[src/rtl/boot_alias_ctrl.sv]
module boot_alias_ctrl #(
  parameter int AW = 32,
  parameter logic [AW-1:0] FLASH_BASE = 32'h0800_0000,
  parameter logic [AW-1:0] SRAM_BASE  = 32'h2000_0000,
  parameter logic [AW-1:0] SYS_BASE   = 32'h1FFF_EC00,
  parameter logic [AW-1:0] WIN_BYTES  = 32'h0000_8000,
  parameter int LATCH_EDGE = 4
) (
  input  logic          clk,
  input  logic          rst_n,
  input  logic          boot_pin,
  input  logic          boot_opt,
  input  logic          opt_load,
  input  logic [31:0]   flash_word0,
  input  logic          standby_exit,
  input  logic          remap_we,
  input  logic [1:0]    remap_val,
  input  logic [AW-1:0] addr_in,
  output logic [AW-1:0] addr_out,
  output logic [1:0]    boot_sel,
  output logic          empty_flag,
  output logic          cpu_hold
);
  localparam int CW = $clog2(LATCH_EDGE + 1);
  localparam logic [CW-1:0] LAST = CW'(LATCH_EDGE - 1);
  localparam logic [1:0] SEL_FLASH = 2'b00;
  localparam logic [1:0] SEL_SYS   = 2'b01;
  localparam logic [1:0] SEL_SRAM  = 2'b11;

  logic [CW-1:0] edge_cnt;
  logic [1:0]    mem_mode;
  logic [1:0]    pin_sel;
  logic [AW-1:0] alias_base;

  assign pin_sel = !boot_pin ? (empty_flag ? SEL_SYS : SEL_FLASH)
                             : (boot_opt   ? SEL_SYS : SEL_SRAM);

  always_ff @(posedge clk or negedge rst_n) begin
    if (!rst_n) begin
      edge_cnt   <= '0;
      cpu_hold   <= 1'b1;
      boot_sel   <= SEL_FLASH;
      mem_mode   <= SEL_FLASH;
      empty_flag <= 1'b0;
    end else begin
      if (opt_load)
        empty_flag <= &flash_word0;
      if (standby_exit) begin
        cpu_hold <= 1'b1;
        edge_cnt <= '0;
      end else if (cpu_hold) begin
        if (edge_cnt == LAST) begin
          cpu_hold <= 1'b0;
          boot_sel <= pin_sel;
          mem_mode <= pin_sel;
          edge_cnt <= '0;
        end else begin
          edge_cnt <= edge_cnt + 1'b1;
        end
      end else if (remap_we) begin
        mem_mode <= remap_val;
      end
    end
  end

  always_comb begin
    case (mem_mode)
      SEL_SYS:  alias_base = SYS_BASE;
      SEL_SRAM: alias_base = SRAM_BASE;
      default:  alias_base = FLASH_BASE;
    endcase
  end

  assign addr_out = (addr_in < WIN_BYTES) ? alias_base + addr_in : addr_in;
endmodule

[config.mk]
export PLATFORM = sky130hd
export DESIGN_NAME = boot_alias_ctrl
export DESIGN_NICKNAME = d
export VERILOG_FILES = /design/src/rtl/boot_alias_ctrl.sv
export SDC_FILE = /design/constraint.sdc
export NUM_CORES = 1
export LEC_CHECK = 0
export BUFFER_PORTS_ARGS = -buffer_cell sky130_fd_sc_hd__clkbuf_2
export CORE_UTILIZATION = 39
export CTS_BUF_LIST = sky130_fd_sc_hd__clkbuf_4
export CTS_CLUSTER_SIZE = 40
export DETAILED_ROUTE_END_ITERATION = 6
export PLACE_DENSITY = 0.83
export SLEW_MARGIN = 20
export SYNTH_ARGS = -nofsm -noshare
export SYNTH_HDL_FRONTEND = slang
export SYNTH_SLANG_ARGS = --single-unit
export TNS_END_PERCENT = 10
[constraint.sdc]
create_clock -name clk -period 2.7 [get_ports clk]
set_input_delay 0.27 -clock clk [delete_from_list [all_inputs] [get_ports clk]]
set_output_delay 0.27 -clock clk [all_outputs]
set_load 0.05 [all_outputs]
After elaboration in Yosys (flattened, before gate mapping)
Cells that the tools add are included.
W data, S select, Z words.
{ "word_totals": {"ff_bits": 9, "latchBits": 0, "mem_bits_rw": 0, "romBits": 0, "output_inout_bits": 36, "word_cells": 32, "mem_count": 0} }
{ "classes": {"addsub": 2, "multipliers": 0, "div": 0, "magnitude_cmp": 1, "eq_ne": 4, "shift": 0, "n_mux": 14, "bitwise": 1, "reduce_logical": 5} }
{ "op_table": {"columns": ["op", "count"], "rows": [
  ["$pmux W30 S2", 1],
  ["$add A32 B32 Y32", 1],
  ["$lt A32 B16 Y1 const B", 1],
  ["$mux W32", 1],
  ["$reduce_and A32 Y1", 1],
  ["$mux W2", 5],
  ["$mux W3", 3],
  ["$reduce_and A3 Y1", 2],
  ["$mux W1", 4],
  ["$reduce_bool A2 Y1", 2],
  ["$add A3 B1 Y3 const B", 1],
  ["$eq A3 B2 Y1 const B", 1],
  ["$eq A2 B1 Y1 const B", 1],
  ["$eq A2 B2 Y1 const B", 1],
  ["$ne A2 B1 Y1 const B", 1],
  ["$not A1 Y1", 1]
]} }

Depth between registers and ports, before layout
Gate-level depths: netlist of run 1.
{ "logic_depth": {"depth_word": 4, "ltp_mapped": 10, "mapped_depth_nobuf": 9} }

Worst setup path after synthesis of run 1
No wires, ideal clock.
{ "synth_path": {"path_kind": "register to output", "start": "register mem_mode[0]", "end": "output port addr_out[14]", "arrival_time_ns": 2.426, "setup_slack_ns": 0.004, "path_stages_with_launch": 10, "cell_sequence": "dfrtp_1 nor2b_1 buf_2 and2_1 ha_1 o21ai_0 nand2_1 o22ai_1 nand2_1 xnor2_1"} }
{ "synth_between": {"elab_chain_cells": 4, "elab_cells_between_ends": 5, "cone_classes": "add/sub: 1; eq/ne: 2; mux: 2"} }
{ "synth_lines": {"columns": ["item", "line_no", "text"], "rows": [
  ["from (decl)", "31", "logic [1:0] mem_mode;"],
  ["from (signal assigned)", "55", "mem_mode <= pin_sel;"],
  ["from (signal assigned)", "61", "mem_mode <= remap_val;"],
  ["$eq A2 B2 Y1 or $eq A2 B1 Y1 (tied branches)", "67", "case (mem_mode)"],
  ["$pmux W30 S2 (*)", "67", null],
  ["$add A32 B32 Y32 (*)", "74", "assign addr_out = (addr_in < WIN_BYTES) ? alias_base + addr_in : addr_in;"],
  ["$mux W32 (*)", "74", null],
  ["to (decl)", "19", "output logic [AW-1:0] addr_out,"]
]} }
Mark *: on every way between the ends. The rest lies on a longest branch, timed or not.

Worst setup path after layout of run 1
{ "layout_path": {"start": "register mem_mode[1]", "end": "output port addr_out[28]"} }
Same word-level chain as after synthesis.

==> results.py, run 1 <==
metrics = {
    "run_status": {
        "outcome": "finished, violations left",
        "violations": "DRC",
    },
    "global_route": {
        "antenna_found_initial": 0,
        "grt_use_met3_pct": 4.02,
        "use_met1_pct": 25.2,
        "overflow": 0,
        "use_met2_pct": 41.9,
        "grt_pass1_vias": 1426,
        "busiest_layer": "met2",
        "grt.total_usage_pct": 22.8,
        "grt_pass1_wl_mm": 5.97,
        "grt_max_degree": 14,
    },
    "routing": {
        "viasPerCell": 5.59,
        "ant_nets": 0,
        "drcViolationCount": 7,
        "vias": 1604,
        "firstDrtPassIters": 6,
        "first_iter_violations": 60,
        "routedWlPerCell_um": 13.9,
        "drt_wl_total_mm": 4.00,
    },
    "placed_design": {
        "postPlaceCellArea_um2": 1650,
        "gp_congestion": 1.02,
        "io_buffers": 88,
        "post-place-ws_ps": 210,
        "place_hpwl_mm": 3.23,
    },
    "timing": {
        "period_share_pct": 96.9,
        "slew_headroom_pct": 69.8,
        "skew_ps": 1.11,
        "maxSlewViolCount": 0,
        "finalSetupViolations": 0,
        "hold_violations": 0,
        "hold_ws_ps": 216,
        "rsz0062_at_grt": "yes",
        "fin_ws_ps": 83.1,
        "worst_pin_slew_ps": 452,
        "fmax_ghz": 0.382,
        "finalCriticalPeriod_ps": 2620,
    },
    "worst_hold_path": {
        "min_path_type": "input pin to register",
    },
    "clock_network": {
        "cts-htree-levels": 1,
        "clock-root-buffer": "clkbuf_4",
        "cts_made_buffers": 3,
        "cts.path.max_buffers": 2,
        "clock_sinks": 9,
        "clock_latency_ps": 260,
        "cts_tree": "built",
        "path_clk_slew_ps": 60,
    },
    "setup_path": {
        "cp_data_arrival_time_ps": 2350,
        "r2r.worst_path.cells": 2,
        "r2r_slack_ps": 1130,
        "cp_cell_sequence": "nand2b_4 > or4_4 > a221oi_4 > a2111oi_2 > a221o_1 > a21o_1 > buf_6",
        "crit_required_ps": 2430,
        "setup.worst_path.start_class": "register",
        "cpPeakStageDelay_ps": 450,
        "crit_path_max_fanout": 7,
        "critPathCaptureType": "primary output",
        "r2r_start": "cpu_hold",
        "worstReg2RegEnd": "boot_sel[1]",
        "crit_type": "register to primary output",
        "crit_path_end": "addr_out[28]",
        "crit_slowest_cell": "or4_4",
        "startpoint": "mem_mode[1]",
    },
    "synthesis": {
        "synth-async-reset-ratio_pct": 100,
        "synth-main-ff-cell": "dfrtp_1",
        "synth_most_common_cell": "nand2_1",
        "synth_area_leaders": "dfrtp_1 16%, buf_4 6.1%, nand4_1 6.1%, nand2_1 5.5%, xnor2_1 5.0%",
        "ys_types": 43,
        "synth_fp_nets": 244,
        "synthTopCellsByCount": "18 x nand2_1, 14 x nor2_1, 12 x nand4_1",
        "synth-edff-count": 0,
        "synth_top_cell_by_area": "dfrtp_1",
        "synthCells": 167,
        "syn_area_per_cell_um2": 7.33,
        "synth_area_um2": 1220,
        "ys_seq_area_share_pct": 18.5,
        "yosysWarnings": 0,
        "yosys.area.top_type_share_pct": 16.4,
        "ys_ff_latch": 9,
    },
    "floorplan": {
        "die-area_um2": 3370,
        "io_pins": 109,
        "start_util_pct": 42.9,
        "rows": 19,
        "fp.dieH_um": 58.0,
        "die_w_um": 58.0,
        "coreArea_um2": 2850,
    },
    "layout": {
        "drive_gt1_share_pct": 47.7,
        "diodes": 0,
        "nNetsFinal": 334,
        "stdcell_area_um2": 1800,
        "nFillCells": 277,
        "areaGrowthSynthToFinish_pct": 47.0,
    },
    "power": {
        "p_seq_share_pct": 21.9,
        "clockPowerShare_pct": 12.0,
        "swShare_pct": 47.0,
        "powerDensity_nw_per_um2": 521,
        "p_int_mw": 0.496,
        "ir_drop_uv": 332,
        "comb_power_share_pct": 66.0,
        "p_switching_mw": 0.440,
        "power.leakage_nw": 0.948,
    },
    "flow_run": {
        "maxCapViolations": 0,
    },
}
==> critical path: cells and delay by family (launching register included) <==
kind	cells	cell delay, ps
flip-flops	1	410
AND/OR/NAND/NOR	2	650
buffers and inverters	1	150
AO/OA/AOI/OAI	4	870
==> power groups by stage <==
stage                     Combinational [mW]  Sequential [mW]  Clock, mW
after floorplan                        0.376            0.247          0
after global placement                 0.525            0.204          0
after detailed placement               0.530            0.207          0
after CTS                              0.548            0.205      0.118
after global routing                   0.669            0.210      0.126
final                                  0.619            0.205      0.113
==> area by class of cell <==
class | count | area [um^2] | area share (%)
well taps | 31 | 38.8 | 2.16
flip-flops and latches | 9 | 226 | 12.6
clock buffers | 4 | 30.0 | 1.67
repair buffers | 100 | 558 | 31.0
multi-input cells | 139 | 931 | 51.7
inverters | 4 | 15.0 | 0.834
==> state kept, by name, indices dropped and copies added (netlist names) <==
name / flops
boot_sel: 2
edge_cnt: 3
cpu_hold: 1
mem_mode: 2
empty_flag: 1
==> cells in the final DEF (no fill, tap or decap), types with 4 or more instances in the layout <==
master and instances:
a21o_1 7, nor4_1 7, or2_1 4, o21ai_0 6, a21oi_1 6, nand3_1 9
nor2_1 13, buf_4 14, nand2_1 18, inv_1 4, dfrtp_1 8, or2_2 6
clkbuf_4 5, nand4_1 12, clkbuf_2 82, xnor2_1 6
==> through the flow <==
stage	cells	setup TNS (ps)	power [mW]	utilization (%)
2_1_floorplan	167	0	0.623	-
3_3_place_gp	277	0	0.729	57.9
3_5_place_dp	277	0	0.737	57.9
4_1_cts	282	0	0.870	60.5
5_1_grt	287	-44.0	1.00	63.1
6_report	287	0	0.937	63.1
==> worst min-delay path by stage <==
stage | start | to | depth (start not counted) | slack [ps]
after floorplan | rst_n | boot_sel[0] | 0 | -30
after global placement | rst_n | empty_flag | 1 | 130
after detailed placement | rst_n | empty_flag | 1 | 130
after CTS | opt_load | empty_flag | 2 | 210
after global routing | opt_load | empty_flag | 2 | 220
final | opt_load | empty_flag | 2 | 220
==> cell families after synthesis <==
| kind of cell | Yosys count | share of synthesized area (%) |
|---|---|---|
| simple gates | 89 | 39.8 |
| compound gates | 34 | 19.1 |
| buf+inv | 19 | 9.20 |
| flops | 9 | 18.5 |
| xor+xnor | 7 | 5.01 |
| mux | 5 | 4.29 |
| fa+ha+maj | 4 | 4.09 |
==> routing by layer <==
metal  vias up  wire (um)  part of all wire (%)
met1       709       1480                    37
met2        95       2070                    52
li1        788          -                     -
met5         -          0                     0
met4         0         88                   2.2
met3        12        362                   9.0
==> timing repair <==
item / 4_1_cts / 5_1_grt
endpoints found under the hold margin: 8 / 0
endpoints found under the setup margin: 5 / 8
hold buffers: 1 / 0
resized for setup: 9 / 14
pin swaps: 0 / 4
buffers inserted: 0 / 5
(Power assumes the default switching activity.)
==> inputs of run 2 (changes only) <==
--- a/config.mk
+++ b/config.mk
@@ -6,11 +6,13 @@
 export NUM_CORES = 1
 export LEC_CHECK = 0
 export BUFFER_PORTS_ARGS = -buffer_cell sky130_fd_sc_hd__clkbuf_2
-export CORE_UTILIZATION = 39
+export CELL_PAD_IN_SITES_DETAIL_PLACEMENT = 1
+export CELL_PAD_IN_SITES_GLOBAL_PLACEMENT = 1
+export CORE_UTILIZATION = 25
 export CTS_BUF_LIST = sky130_fd_sc_hd__clkbuf_4
 export CTS_CLUSTER_SIZE = 40
 export DETAILED_ROUTE_END_ITERATION = 6
-export PLACE_DENSITY = 0.83
+export PLACE_DENSITY_LB_ADDON = 0.1
 export SLEW_MARGIN = 20
 export SYNTH_ARGS = -nofsm -noshare
 export SYNTH_HDL_FRONTEND = slang
==> run 2 against run 1 <==
Net effect: the flow now finishes without violations; power is 0.33% lower; utilization is 23 points lower; non-clock buffer count is 1 higher; sequential cell count stayed put; fmax is 2.3% lower; sequential power hardly changed; final area is 4.1% higher; largest cell class unchanged; critical path type unchanged; clock skew is 7.9 ps higher; hold slack better by 8.8 ps.
==> results.py, run 2 (synthesized netlist as in run 1, its figures left out) <==
metrics = {
    "setup_path": {
        "cp_cell_sequence": "nand2b_4 > buf_8 > or4_4 > a221oi_4 > a2111oi_2 > a221o_1 > a21o_1 > buf_12",
        "cpPeakStageDelay_ps": 430,
        "path_delay_family": "compound AO/OA/AOI/OAI gates",
        "cp_data_arrival_time_ps": 2410,
        "r2r.worst_path.cells": 2,
        "r2r_start": "cpu_hold",
        "startpoint": "mem_mode[1]",
        "worstReg2RegEnd": "boot_sel[1]",
        "r2r_slack_ps": 1100,
        "crit_required_ps": 2430,
        "crit_slowest_cell": "or4_4",
        "setup.worst_path.start_class": "register",
        "crit_type": "register to primary output",
        "critPathCaptureType": "primary output",
        "cp.buffers_inverters": 2,
        "crit_path_max_fanout": 9,
    },
    "power": {
        "powerDensity_nw_per_um2": 498,
        "comb_power_share_pct": 67.3,
        "swShare_pct": 47.3,
        "power.leakage_nw": 0.955,
        "clockPowerShare_pct": 10.7,
        "finalPower_mw": 0.933,
        "p_seq_share_pct": 22.0,
        "p_int_mw": 0.492,
        "ir_drop_uv": 400,
        "p_switching_mw": 0.441,
    },
    "routing": {
        "viasPerCell": 4.86,
        "drt_wl_total_mm": 4.34,
        "routedWlPerCell_um": 13.4,
        "first_iter_violations": 58,
        "firstDrtPassIters": 4,
        "vias": 1575,
        "ant_nets": 0,
        "drcViolationCount": 0,
    },
    "floorplan": {
        "fp.dieH_um": 72.0,
        "die_w_um": 72.0,
        "coreArea_um2": 4720,
        "io_pins": 109,
        "die-area_um2": 5180,
        "rows": 25,
        "start_util_pct": 25.9,
    },
    "placed_design": {
        "postPlaceCellArea_um2": 1730,
        "gp_congestion": 0.759,
        "post-place-ws_ps": 142,
        "io_buffers": 88,
        "place_hpwl_mm": 3.76,
    },
    "timing": {
        "finalCriticalPeriod_ps": 2680,
        "hold_violations": 0,
        "slew_headroom_pct": 68.7,
        "worst_pin_slew_ps": 469,
        "hold_ws_ps": 225,
        "skew_ps": 8.97,
        "fmax_ghz": 0.373,
        "finalSetupViolations": 0,
        "maxSlewViolCount": 0,
        "rsz0062_at_grt": "yes",
        "period_share_pct": 99.2,
        "fin_ws_ps": 21.8,
    },
    "layout": {
        "final_common_cell": "clkbuf_2",
        "reg_top3": "edge_cnt: 3 flops, boot_sel: 2 flops, mem_mode: 2 flops",
        "largest_reg_flops": 3,
        "drive_gt1_share_pct": 48.6,
        "nNetsFinal": 335,
        "top_register": "edge_cnt",
        "areaGrowthSynthToFinish_pct": 53.1,
        "diodes": 0,
        "stdcell_area_um2": 1870,
        "final_cell_mix": "82 x clkbuf_2, 18 x nand2_1, 13 x buf_4",
    },
    "flow_run": {
        "maxCapViolations": 0,
    },
    "global_route": {
        "grt_pass1_vias": 1584,
        "antenna_found_initial": 0,
        "grt_max_degree": 13,
        "grt_pass1_wl_mm": 6.76,
        "overflow": 0,
        "grt.total_usage_pct": 16.2,
    },
    "clock_network": {
        "cts.path.max_buffers": 2,
        "clock_latency_ps": 260,
        "clock_sinks": 9,
        "cts_tree": "built",
        "path_clk_slew_ps": 60,
        "cts_made_buffers": 3,
        "clock-root-buffer": "clkbuf_4",
        "cts-htree-levels": 1,
    },
    "run_status": {
        "outcome": "finished clean",
    },
    "worst_hold_path": {
        "holdPathEnd": "empty_flag",
        "min_path_type": "input pin to register",
        "min-delay-start": "opt_load",
        "hold-path-cell-count": 2,
    },
}
[run 2: cell types whose count changed in the layout (fill, tap and decap cells not counted), sizes merged]
cell / previous run / this run
buf: 15 / 18
clkbuf: 88 / 85
clkinv: 0 / 1
[run 2: layout make-up]
class	count	area, um^2
clock inverter	1	5.00
timing repair buffer	101	587
clock buffer	3	22.5
multi-input combinational	139	932
fill	624	2850
sequential	9	228
tap	67	83.8
inverter	4	15.0
[run 2: worst max path at each step]
stage / slack [ps] / cells after the start / endpoint
floorplan: 4 / 9 / addr_out[14]
global placement: 220 / 9 / addr_out[28]
detailed placement: 140 / 9 / addr_out[28]
CTS: -20 / 8 / addr_out[28]
global route: -90 / 9 / addr_out[28]
finish: 20 / 8 / addr_out[28]
[run 2: stage by stage]
step           setup TNS (ps)  cells  util [%]
6_report                    0    324      39.7
5_1_grt                  -157    324      39.7
4_1_cts                 -22.6    321      37.9
3_5_place_dp                0    316      36.7
3_3_place_gp                0    316      36.7
2_1_floorplan               0    167         -
[run 2: worst register-to-register path, stage by stage, from the launching register on]
cell     delay, ps
dfstp_2        640
nor3b_1        450
mux2_2         390
[run 2: per-layer routing]
layer / vias up / routed length [um] / GRT usage [%]
met1: 719 / 1810 / 18.9
met4: 0 / 23 / 3.92
met3: 4 / 188 / 1.67
met5: - / 0 / 0
met2: 58 / 2320 / 31.6
li1: 794 / - / -
[run 2: timing repair]
item | CTS | global route
hold buffers | 1 | 0
buffers inserted | 0 | 3
endpoints found under the hold margin | 8 | 0
resized for setup | 6 | 23
setup endpoints to repair | 5 | 7
pin swaps | 1 | 6
[run 2: power by group through the flow]
stage	logic [mW]	registers (mW)	clock network, mW
finish	0.629	0.205	0.0998
global route	0.690	0.213	0.118
CTS	0.563	0.205	0.105
detailed placement	0.553	0.208	0
global placement	0.553	0.205	0
floorplan	0.376	0.247	0
==> inputs of run 3 (changes only) <==
--- a/config.mk
+++ b/config.mk
@@ -13,6 +13,7 @@
 export CTS_CLUSTER_SIZE = 40
 export DETAILED_ROUTE_END_ITERATION = 6
 export PLACE_DENSITY_LB_ADDON = 0.1
+export RECOVER_POWER = 50
 export SLEW_MARGIN = 20
 export SYNTH_ARGS = -nofsm -noshare
 export SYNTH_HDL_FRONTEND = slang
==> run 3 against run 2 <==
Net effect: via count stayed put; critical path depth stayed put; sequential power hardly changed; register-to-register slack worse by 110 ps; hold slack stayed put; sequential cell count stayed put; wire length hardly changed.
==> results.py, run 3 (synthesized netlist as in run 1, its figures left out) <==
metrics = {
    "layout": {
        "diodes": 0,
        "areaGrowthSynthToFinish_pct": 52.9,
        "reg_top3": "edge_cnt: 3 flops, boot_sel: 2 flops, mem_mode: 2 flops",
        "final_common_cell": "clkbuf_2",
        "nNetsFinal": 335,
        "top_register": "edge_cnt",
        "largest_reg_flops": 3,
        "nFillCells": 624,
        "final_core_util_pct": 39.6,
        "drive_gt1_share_pct": 47.5,
        "multi_input_area_um2": 932,
        "ff_latch_area_um2": 228,
        "final_cell_mix": "80 x clkbuf_2, 18 x nand2_1, 13 x buf_4",
    },
    "global_route": {
        "grt_pass1_vias": 1584,
        "grt_max_degree": 13,
        "overflow": 0,
        "antenna_found_initial": 0,
        "grt_pass1_wl_mm": 6.76,
        "grt.total_usage_pct": 16.2,
    },
    "timing": {
        "finalCriticalPeriod_ps": 2680,
        "hold_ws_ps": 225,
        "rsz0062_at_grt": "yes",
        "finalSetupViolations": 0,
        "worst_pin_slew_ps": 590,
        "hold_violations": 0,
        "slew_headroom_pct": 60.8,
        "fmax_ghz": 0.373,
        "skew_ps": 8.93,
        "period_share_pct": 99.2,
        "maxSlewViolCount": 0,
        "final.setup.tns_ps": 0,
    },
    "routing": {
        "routedWlPerCell_um": 13.4,
        "viasPerCell": 4.86,
        "drcViolationCount": 0,
        "ant_nets": 0,
        "vias": 1575,
        "firstDrtPassIters": 4,
        "first_iter_violations": 58,
        "drt_wl_total_mm": 4.35,
    },
    "clock_network": {
        "cts_made_buffers": 3,
        "clock_latency_ps": 250,
        "clock-root-buffer": "clkbuf_4",
        "clock_sinks": 9,
        "cts_tree": "built",
        "path_clk_slew_ps": 60,
        "cts.path.max_buffers": 2,
        "cts-htree-levels": 1,
    },
    "worst_hold_path": {
        "min-delay-start": "opt_load",
        "min_path_type": "input pin to register",
    },
    "setup_path": {
        "critPathCaptureType": "primary output",
        "crit_path_max_fanout": 9,
        "cp_data_arrival_time_ps": 2410,
        "setup.worst_path.start_class": "register",
        "r2r_start": "cpu_hold",
        "startpoint": "mem_mode[1]",
        "crit_type": "register to primary output",
        "crit_required_ps": 2430,
    },
    "placed_design": {
        "gp_congestion": 0.759,
        "place_hpwl_mm": 3.76,
        "io_buffers": 88,
    },
    "run_status": {
        "outcome": "finished clean",
    },
    "floorplan": {
        "die_w_um": 72.0,
        "rows": 25,
        "die-area_um2": 5180,
        "io_pins": 109,
        "start_util_pct": 25.9,
        "coreArea_um2": 4720,
        "fp.dieH_um": 72.0,
    },
    "power": {
        "finalPower_mw": 0.932,
        "powerDensity_nw_per_um2": 498,
        "power.leakage_nw": 0.948,
        "ir_drop_uv": 400,
    },
    "flow_run": {
        "maxCapViolations": 0,
    },
}
[run 3: what timing repair did]
item / 4_1_cts / 5_1_grt
hold buffers: 1 / 0
gates resized for setup: 6 / 23
setup buffers: 0 / 3
setup endpoints to repair: 5 / 7
pin swaps: 1 / 6
endpoints found under the hold margin: 8 / 0
[run 3: worst max-delay path: stages, from the launching register on]
cell and delay (ps):
dfrtp_1 400, nand2b_4 160, buf_8 130, or4_4 430, a221oi_4 310, a2111oi_2 100
a221o_1 280, a21o_1 190, buf_12 150
[run 3: final timing paths]
check | endpoint | slack [ps] | depth (start not counted)
worst max-delay path | addr_out[28] | 20 | 8
worst min-delay path | empty_flag | 220 | 2
worst max register to register | boot_sel[1] | 990 | 2
worst min register to register | boot_sel[1] | 520 | 1
max in group asynchronous | mem_mode[0] | 1860 | 2
min in group asynchronous | boot_sel[0] | 480 | 2
[run 3: per-stage QoR]
step | setup WS (ps) | area (um^2) | std cells
2_1_floorplan | 4.34 | 1220 | 167
3_3_place_gp | 223 | 1730 | 316
3_5_place_dp | 142 | 1730 | 316
4_1_cts | -22.6 | 1790 | 321
5_1_grt | -89.6 | 1870 | 324
6_report | 21.8 | 1870 | 324
[run 3: where the power goes]
part | leakage, nW | total [mW] | internal [mW] | switching, mW
Sequential | 0.112 | 0.204 | 0.172 | 0.0328
Clock | 0.0177 | 0.0998 | 0.0544 | 0.0454
Combinational | 0.818 | 0.628 | 0.265 | 0.363
Total | 0.948 | 0.932 | 0.491 | 0.441
[run 3: final cells by class]
class,count,area share [%]
clock buffer,3,1.20
inverter,4,0.803
clock inverter,1,0.268
tap,67,4.48
timing repair buffer,101,31.2
multi-input combinational,139,49.8
sequential,9,12.2
[run 3: routing by layer]
layer / vias to the layer above / wire length (um) / global-route usage, %
li1: 794 / - / -
met1: 719 / 1810 / 18.9
met2: 58 / 2320 / 31.6
met3: 4 / 189 / 1.67
met4: 0 / 23 / 3.92
met5: - / 0 / 0
